===== src/rtl/sym_da_pkg.sv =====
package sym_da_pkg;

   typedef enum logic {
      DA_IDLE = 1'b0,
      DA_RUN  = 1'b1
   } da_state_e;

   // bits needed to hold the unsigned value v
   function automatic int bits_for(input int v);
      return $clog2(v + 1);
   endfunction

endpackage


===== src/rtl/sym_da_preadd.sv =====
module sym_da_preadd #(
   parameter int IN_W = 4
) (
   input  logic signed [IN_W-1:0] a,
   input  logic signed [IN_W-1:0] b,
   output logic signed [IN_W:0]   sum
);
   // explicit sign extension, one extra bit so the sum never wraps
   assign sum = $signed({a[IN_W-1], a}) + $signed({b[IN_W-1], b});
endmodule


===== src/rtl/sym_da_lut.sv =====
module sym_da_lut #(
   parameter int WORD_W    = 5,
   parameter int COEF_OUT  = 13,
   parameter int COEF_IN   = 11,
   parameter bit USE_TABLE = 1'b1
) (
   input  logic [1:0]        addr,
   output logic [WORD_W-1:0] word
);
   localparam logic [WORD_W-1:0] W_OUT = WORD_W'(COEF_OUT);
   localparam logic [WORD_W-1:0] W_IN  = WORD_W'(COEF_IN);
   localparam logic [WORD_W-1:0] W_ALL = WORD_W'(COEF_OUT + COEF_IN);

   generate
      if (USE_TABLE) begin : g_table
         // addr[0] selects the outer pair, addr[1] the inner pair
         always_comb begin
            unique case (addr)
               2'b00:   word = '0;
               2'b01:   word = W_OUT;
               2'b10:   word = W_IN;
               default: word = W_ALL;
            endcase
         end
      end else begin : g_adder
         always_comb begin
            word = (addr[0] ? W_OUT : '0) + (addr[1] ? W_IN : '0);
         end
      end
   endgenerate
endmodule


===== src/rtl/sym_da_serial.sv =====
module sym_da_serial #(
   parameter int SUM_W  = 5,
   parameter int WORD_W = 5,
   parameter int RES_W  = 10,
   parameter int ACC_W  = 12
) (
   input  logic                    clk,
   input  logic                    rst_n,
   input  logic                    load,
   input  logic signed [SUM_W-1:0] s0_in,
   input  logic signed [SUM_W-1:0] s1_in,
   input  logic [WORD_W-1:0]       word,
   output logic [1:0]              addr,
   output logic                    busy,
   output logic                    done,
   output logic signed [RES_W-1:0] result
);
   import sym_da_pkg::*;

   localparam int CNT_W = (SUM_W > 1) ? $clog2(SUM_W) : 1;
   localparam logic [CNT_W-1:0] LAST = CNT_W'(SUM_W - 1);

   da_state_e               state;
   logic [SUM_W-1:0]        sh0, sh1;
   logic [CNT_W-1:0]        cnt;
   logic signed [ACC_W-1:0] acc, term, sum_w, acc_nx;
   logic                    sign_step;

   assign busy      = (state == DA_RUN);
   assign addr      = {sh1[0], sh0[0]};
   assign sign_step = (cnt == LAST);

   // the word enters at weight 2^SUM_W; every step halves the whole accumulator
   always_comb begin
      term   = $signed({{(ACC_W-WORD_W){1'b0}}, word}) <<< SUM_W;
      sum_w  = sign_step ? (acc - term) : (acc + term);
      acc_nx = sum_w >>> 1;
   end

   always_ff @(posedge clk or negedge rst_n) begin
      if (!rst_n) begin
         state  <= DA_IDLE;
         sh0    <= '0;
         sh1    <= '0;
         cnt    <= '0;
         acc    <= '0;
         done   <= 1'b0;
         result <= '0;
      end else begin
         done <= 1'b0;
         unique case (state)
            DA_IDLE: begin
               if (load) begin
                  sh0   <= s0_in;
                  sh1   <= s1_in;
                  cnt   <= '0;
                  acc   <= '0;
                  state <= DA_RUN;
               end
            end
            default: begin
               acc <= acc_nx;
               sh0 <= sh0 >> 1;
               sh1 <= sh1 >> 1;
               cnt <= cnt + 1'b1;
               if (sign_step) begin
                  state  <= DA_IDLE;
                  done   <= 1'b1;
                  result <= acc_nx[RES_W-1:0];
               end
            end
         endcase
      end
   end
endmodule


===== src/rtl/sym_da_dot.sv =====
module sym_da_dot #(
   parameter int IN_W      = 4,
   parameter int COEF_OUT  = 13,
   parameter int COEF_IN   = 11,
   parameter bit USE_TABLE = 1'b1,
   localparam int RES_W    = sym_da_pkg::bits_for((COEF_OUT + COEF_IN) << IN_W) + 1
) (
   input  logic                    clk,
   input  logic                    rst_n,
   input  logic                    start,
   input  logic signed [IN_W-1:0]  x0,
   input  logic signed [IN_W-1:0]  x1,
   input  logic signed [IN_W-1:0]  x2,
   input  logic signed [IN_W-1:0]  x3,
   output logic                    done,
   output logic signed [RES_W-1:0] result
);
   localparam int SUM_W  = IN_W + 1;
   localparam int WORD_W = sym_da_pkg::bits_for(COEF_OUT + COEF_IN);
   localparam int ACC_W  = RES_W + 2;

   if (IN_W < 2) begin : g_bad_width
      $error("sym_da_dot: IN_W must be at least 2");
   end
   if (COEF_OUT <= 0 || COEF_IN <= 0) begin : g_bad_coef
      $error("sym_da_dot: weights must be positive");
   end
   if (ACC_W <= WORD_W + SUM_W) begin : g_bad_acc
      $error("sym_da_dot: accumulator too narrow");
   end

   logic signed [IN_W-1:0]  xs [4];
   logic signed [SUM_W-1:0] psum [2];
   logic [1:0]              lut_addr;
   logic [WORD_W-1:0]       lut_word;
   logic                    seq_busy;

   assign xs[0] = x0;
   assign xs[1] = x1;
   assign xs[2] = x2;
   assign xs[3] = x3;

   // pair p folds sample p with its mirror 3-p
   for (genvar p = 0; p < 2; p++) begin : g_pair
      sym_da_preadd #(.IN_W(IN_W)) u_add (
         .a   (xs[p]),
         .b   (xs[3-p]),
         .sum (psum[p])
      );
   end

   sym_da_lut #(
      .WORD_W    (WORD_W),
      .COEF_OUT  (COEF_OUT),
      .COEF_IN   (COEF_IN),
      .USE_TABLE (USE_TABLE)
   ) u_lut (
      .addr (lut_addr),
      .word (lut_word)
   );

   sym_da_serial #(
      .SUM_W  (SUM_W),
      .WORD_W (WORD_W),
      .RES_W  (RES_W),
      .ACC_W  (ACC_W)
   ) u_seq (
      .clk    (clk),
      .rst_n  (rst_n),
      .load   (start),
      .s0_in  (psum[0]),
      .s1_in  (psum[1]),
      .word   (lut_word),
      .addr   (lut_addr),
      .busy   (seq_busy),
      .done   (done),
      .result (result)
   );
endmodule


===== config.mk =====
export PLATFORM = sky130hd
export DESIGN_NAME = sym_da_dot
export DESIGN_NICKNAME = d
export VERILOG_FILES = /design/src/rtl/sym_da_pkg.sv /design/src/rtl/sym_da_preadd.sv /design/src/rtl/sym_da_lut.sv /design/src/rtl/sym_da_serial.sv /design/src/rtl/sym_da_dot.sv
export SDC_FILE = /design/constraint.sdc
export NUM_CORES = 1
export LEC_CHECK = 0
export ABC_AREA = 1
export BUFFER_PORTS_ARGS = -buffer_cell sky130_fd_sc_hd__buf_2
export CORE_MARGIN = 2
export CORE_UTILIZATION = 61
export DETAILED_ROUTE_END_ITERATION = 6
export GPL_ROUTABILITY_DRIVEN = 0
export HOLD_SLACK_MARGIN = 0.03
export PLACE_DENSITY_LB_ADDON = 0.12
export SYNTH_ARGS = -nofsm -noshare
export SYNTH_HDL_FRONTEND = slang
export SYNTH_SLANG_ARGS = --single-unit

===== constraint.sdc =====
create_clock -name clk -period 5.2 [get_ports clk]
set_input_delay 0.26 -clock clk [delete_from_list [all_inputs] [get_ports clk]]
set_output_delay 0.26 -clock clk [all_outputs]
set_load 0.1 [all_outputs]

==> results.ini <==
[final_layout]
fillers=294
nets=320
diodes=0
area_delta_synth_final_pct=12.0
layout-drive-gt1-share=0.194
multiInputGateArea_sq_um=1030
fin_area_sq_um=2370
regArea_sq_um=876
final_cell_mix=65 x nand2_1, 37 x inv_1, 35 x dfrtp_1
final_common_cell=nand2_1

[grt]
grt_pass1_wl_um=6740
grt_use_total=0.215
grt_pass1_vias=1591
grt_max_degree=36
antenna_found_initial=0
grt_remaining_overflow=0

[clocking]
cts_root_buffer=clkbuf_4
clk_path_buf_depth=2
numCtsBuffers=5
cts_tree=yes
htreeDepth=2
clkTransAtPathRegs_ns=0.11
clock-sinks=35
insertion_delay_ns=0.33
cts_resized=0

[worst_setup_path]
path_cells=inv_1, ha_1, nand2_4, nand2_1, o21ai_0, fa_1, inv_1, nand2_1, nand2_1, nand3_1, nand2_1, nand2_1, nand3_1, nand2_1
crit_path_start=u_seq.cnt[0]
cp.depth=14
r2r-start=u_seq.cnt[0]
required_ns=5.44
cp_max_fo=9
crit_buf_inv=2
reg2reg_depth=14
cp_data_arrival_time_ns=2.32
slowest_delay_ns=0.47
ff2ff_setup_slack_ns=3.12
slowest_stage=fa_1
critPathLaunchType=flip-flop
endpoint=u_seq.acc[10]
crit_family=adder cells
r2r_end=u_seq.acc[10]
critical_path_class=reg2reg
crit_top_cell=nand2_1
cp-end-kind=flip-flop

[sta]
hold_violations=0
tns_ns=0
whs_ns=0.265
timing.final.crit_share=0.400
fmax_mhz=480
fin_skew_ns=0.0121
relSlewSlack=0.499
rsz0062_at_grt=false
setup_viol=0
worst-slew-pin-transition_ns=0.752
fin_crit_ns=2.08
slew_violations=0

[min_path]
hp-class=in2reg
holdPathStages=4

[floorplanning]
core-area_sq_um=3340
dieHeight_um=62.9
ios=30
die-area_sq_um=3950
initial_core_util=0.634
fp.dieW_um=62.9
rows=21

[detailed_routing]
drc=0
ant_nets=0
routedWlPerCell_um=11.1
dr_total_vias=1671
routed_wl_um=3600
first_pass_iters=4
via_per_inst=5.16
drt-initial-drc-count=100

[logic_synthesis]
synth_warnings=0
synth_top_family_by_area=simple AND/OR/NAND/NOR gates
ys_seq_area_frac=0.414
synth_fa_ha_area_frac=0.153
synth_mux_area_frac=0.00473
postSynthCellCount=245
ys_types=32
synth_compound_area_frac=0.122
synth_seq_cells=35
synth_nets=288
synthSimpleGateAreaFrac=0.204
synth_xor_area_frac=0.00414
synth_area_per_cell_sq_um=8.63
synth_area_sq_um=2110

[outcome]
status=complete, no violations

[job]
cap_violations=0

[placement]
dp_hpwl_um=2840
portBuffers=29
dpl_cell_area_sq_um=2270

[metal layers]
metal / vias up / part of all wire / track usage
li1: 858 / - / -
met1: 779 / 0.45 / 0.262
met2: 30 / 0.50 / 0.370
met3: 4 / 0.035 / 0.0486
met4: 0 / 0.016 / 0.0833
met5: - / 0 / 0
[final cells by class]
class | count | share of cell area
clock buffers | 6 | 0.0217
clock inverters | 2 | 0.0148
inverters | 41 | 0.0682
multi-input cells | 164 | 0.436
flip-flops and latches | 35 | 0.370
well taps | 46 | 0.0243
repair buffers | 30 | 0.0655
[worst min-delay path by stage]
| stage | start | to | slack, ns |
|---|---|---|---|
| floorplan | rst_n | u_seq.acc[10] | -0.04 |
| global placement | rst_n | u_seq.result[1] | 0.37 |
| detailed placement | rst_n | u_seq.result[1] | 0.37 |
| CTS | x2[0] | u_seq.sh1[0] | 0.27 |
| global route | x2[0] | u_seq.sh1[0] | 0.25 |
| finish | x2[0] | u_seq.sh1[0] | 0.26 |
[worst register-to-register path: cells and delay by family, from the launching register on]
family / cells / cell delay [ns]
AND/OR/NAND/NOR: 9 / 0.65
buffers and inverters: 2 / 0.15
flip-flops: 1 / 0.39
AO/OA/AOI/OAI: 1 / 0.14
adder cells (fa/ha/maj): 2 / 0.66
[flip-flops by register name, summed over array words and instances, names as in the netlist]
register,flops
u_seq.result,10
u_seq.cnt,3
u_seq.busy,1
u_seq.sh1,5
u_seq.sh0,5
u_seq.acc,10
u_seq.done,1
[cells in the mapped netlist]
library cell | count | area, sq um
nand2_4 | 1 | 11.3
o21ai_0 | 7 | 35.0
nand3_1 | 17 | 85.1
a22oi_1 | 4 | 30.0
dfrtp_1 | 35 | 876
nand2_1 | 65 | 244
nor2_1 | 7 | 26.3
inv_1 | 37 | 139
inv_6 | 1 | 8.76
o21ai_2 | 6 | 52.6
o221ai_1 | 2 | 17.5
inv_2 | 2 | 7.51
a21oi_1 | 7 | 35.0
inv_4 | 1 | 6.26
nand4_1 | 1 | 6.26
or2_1 | 1 | 6.26
o211ai_1 | 3 | 22.5
fa_1 | 3 | 60.1
o21ai_1 | 3 | 15.0
clkbuf_1 | 1 | 3.75
nand2_2 | 2 | 12.5
a31oi_1 | 1 | 6.26
mux2i_1 | 1 | 10.0
buf_2 | 1 | 5.00
xnor2_1 | 1 | 8.76
ha_1 | 21 | 263
or2_2 | 3 | 18.8
nor2_8 | 1 | 20.0
buf_8 | 1 | 15.0
o22ai_1 | 6 | 37.5
buf_6 | 2 | 22.5
a21o_1 | 1 | 7.51
[timing repair]
item / in CTS / in global routing
setup endpoints to repair: 0 / 0
hold buffers: 1 / 0
buffers inserted: 0 / 0
endpoints found under the hold margin: 35 / 0
[kinds of logic (layout without fill, tap and decap cells)]
family                     Yosys count  after routing
adders and majority gates           24             24
xor gates and xnor gates             1              1
AOI/OAI and AO/OA                   40             40
buffers and inverters               46             79
DFF                                 35             35
muxes                                1              1
and+or+nand+nor                     98             98
[per-stage QoR]
stage / cells / util / worst slack [ns]
finish: 324 / 0.709 / 3.12
global route: 324 / 0.709 / 2.81
CTS: 324 / 0.709 / 3.11
detailed placement: 315 / 0.681 / 3.11
global placement: 315 / 0.681 / 3.18
floorplan: 245 / - / 3.27
Power is not shown: default switching activity piles up to over one toggle a cycle in this logic, so the estimate is an artifact.
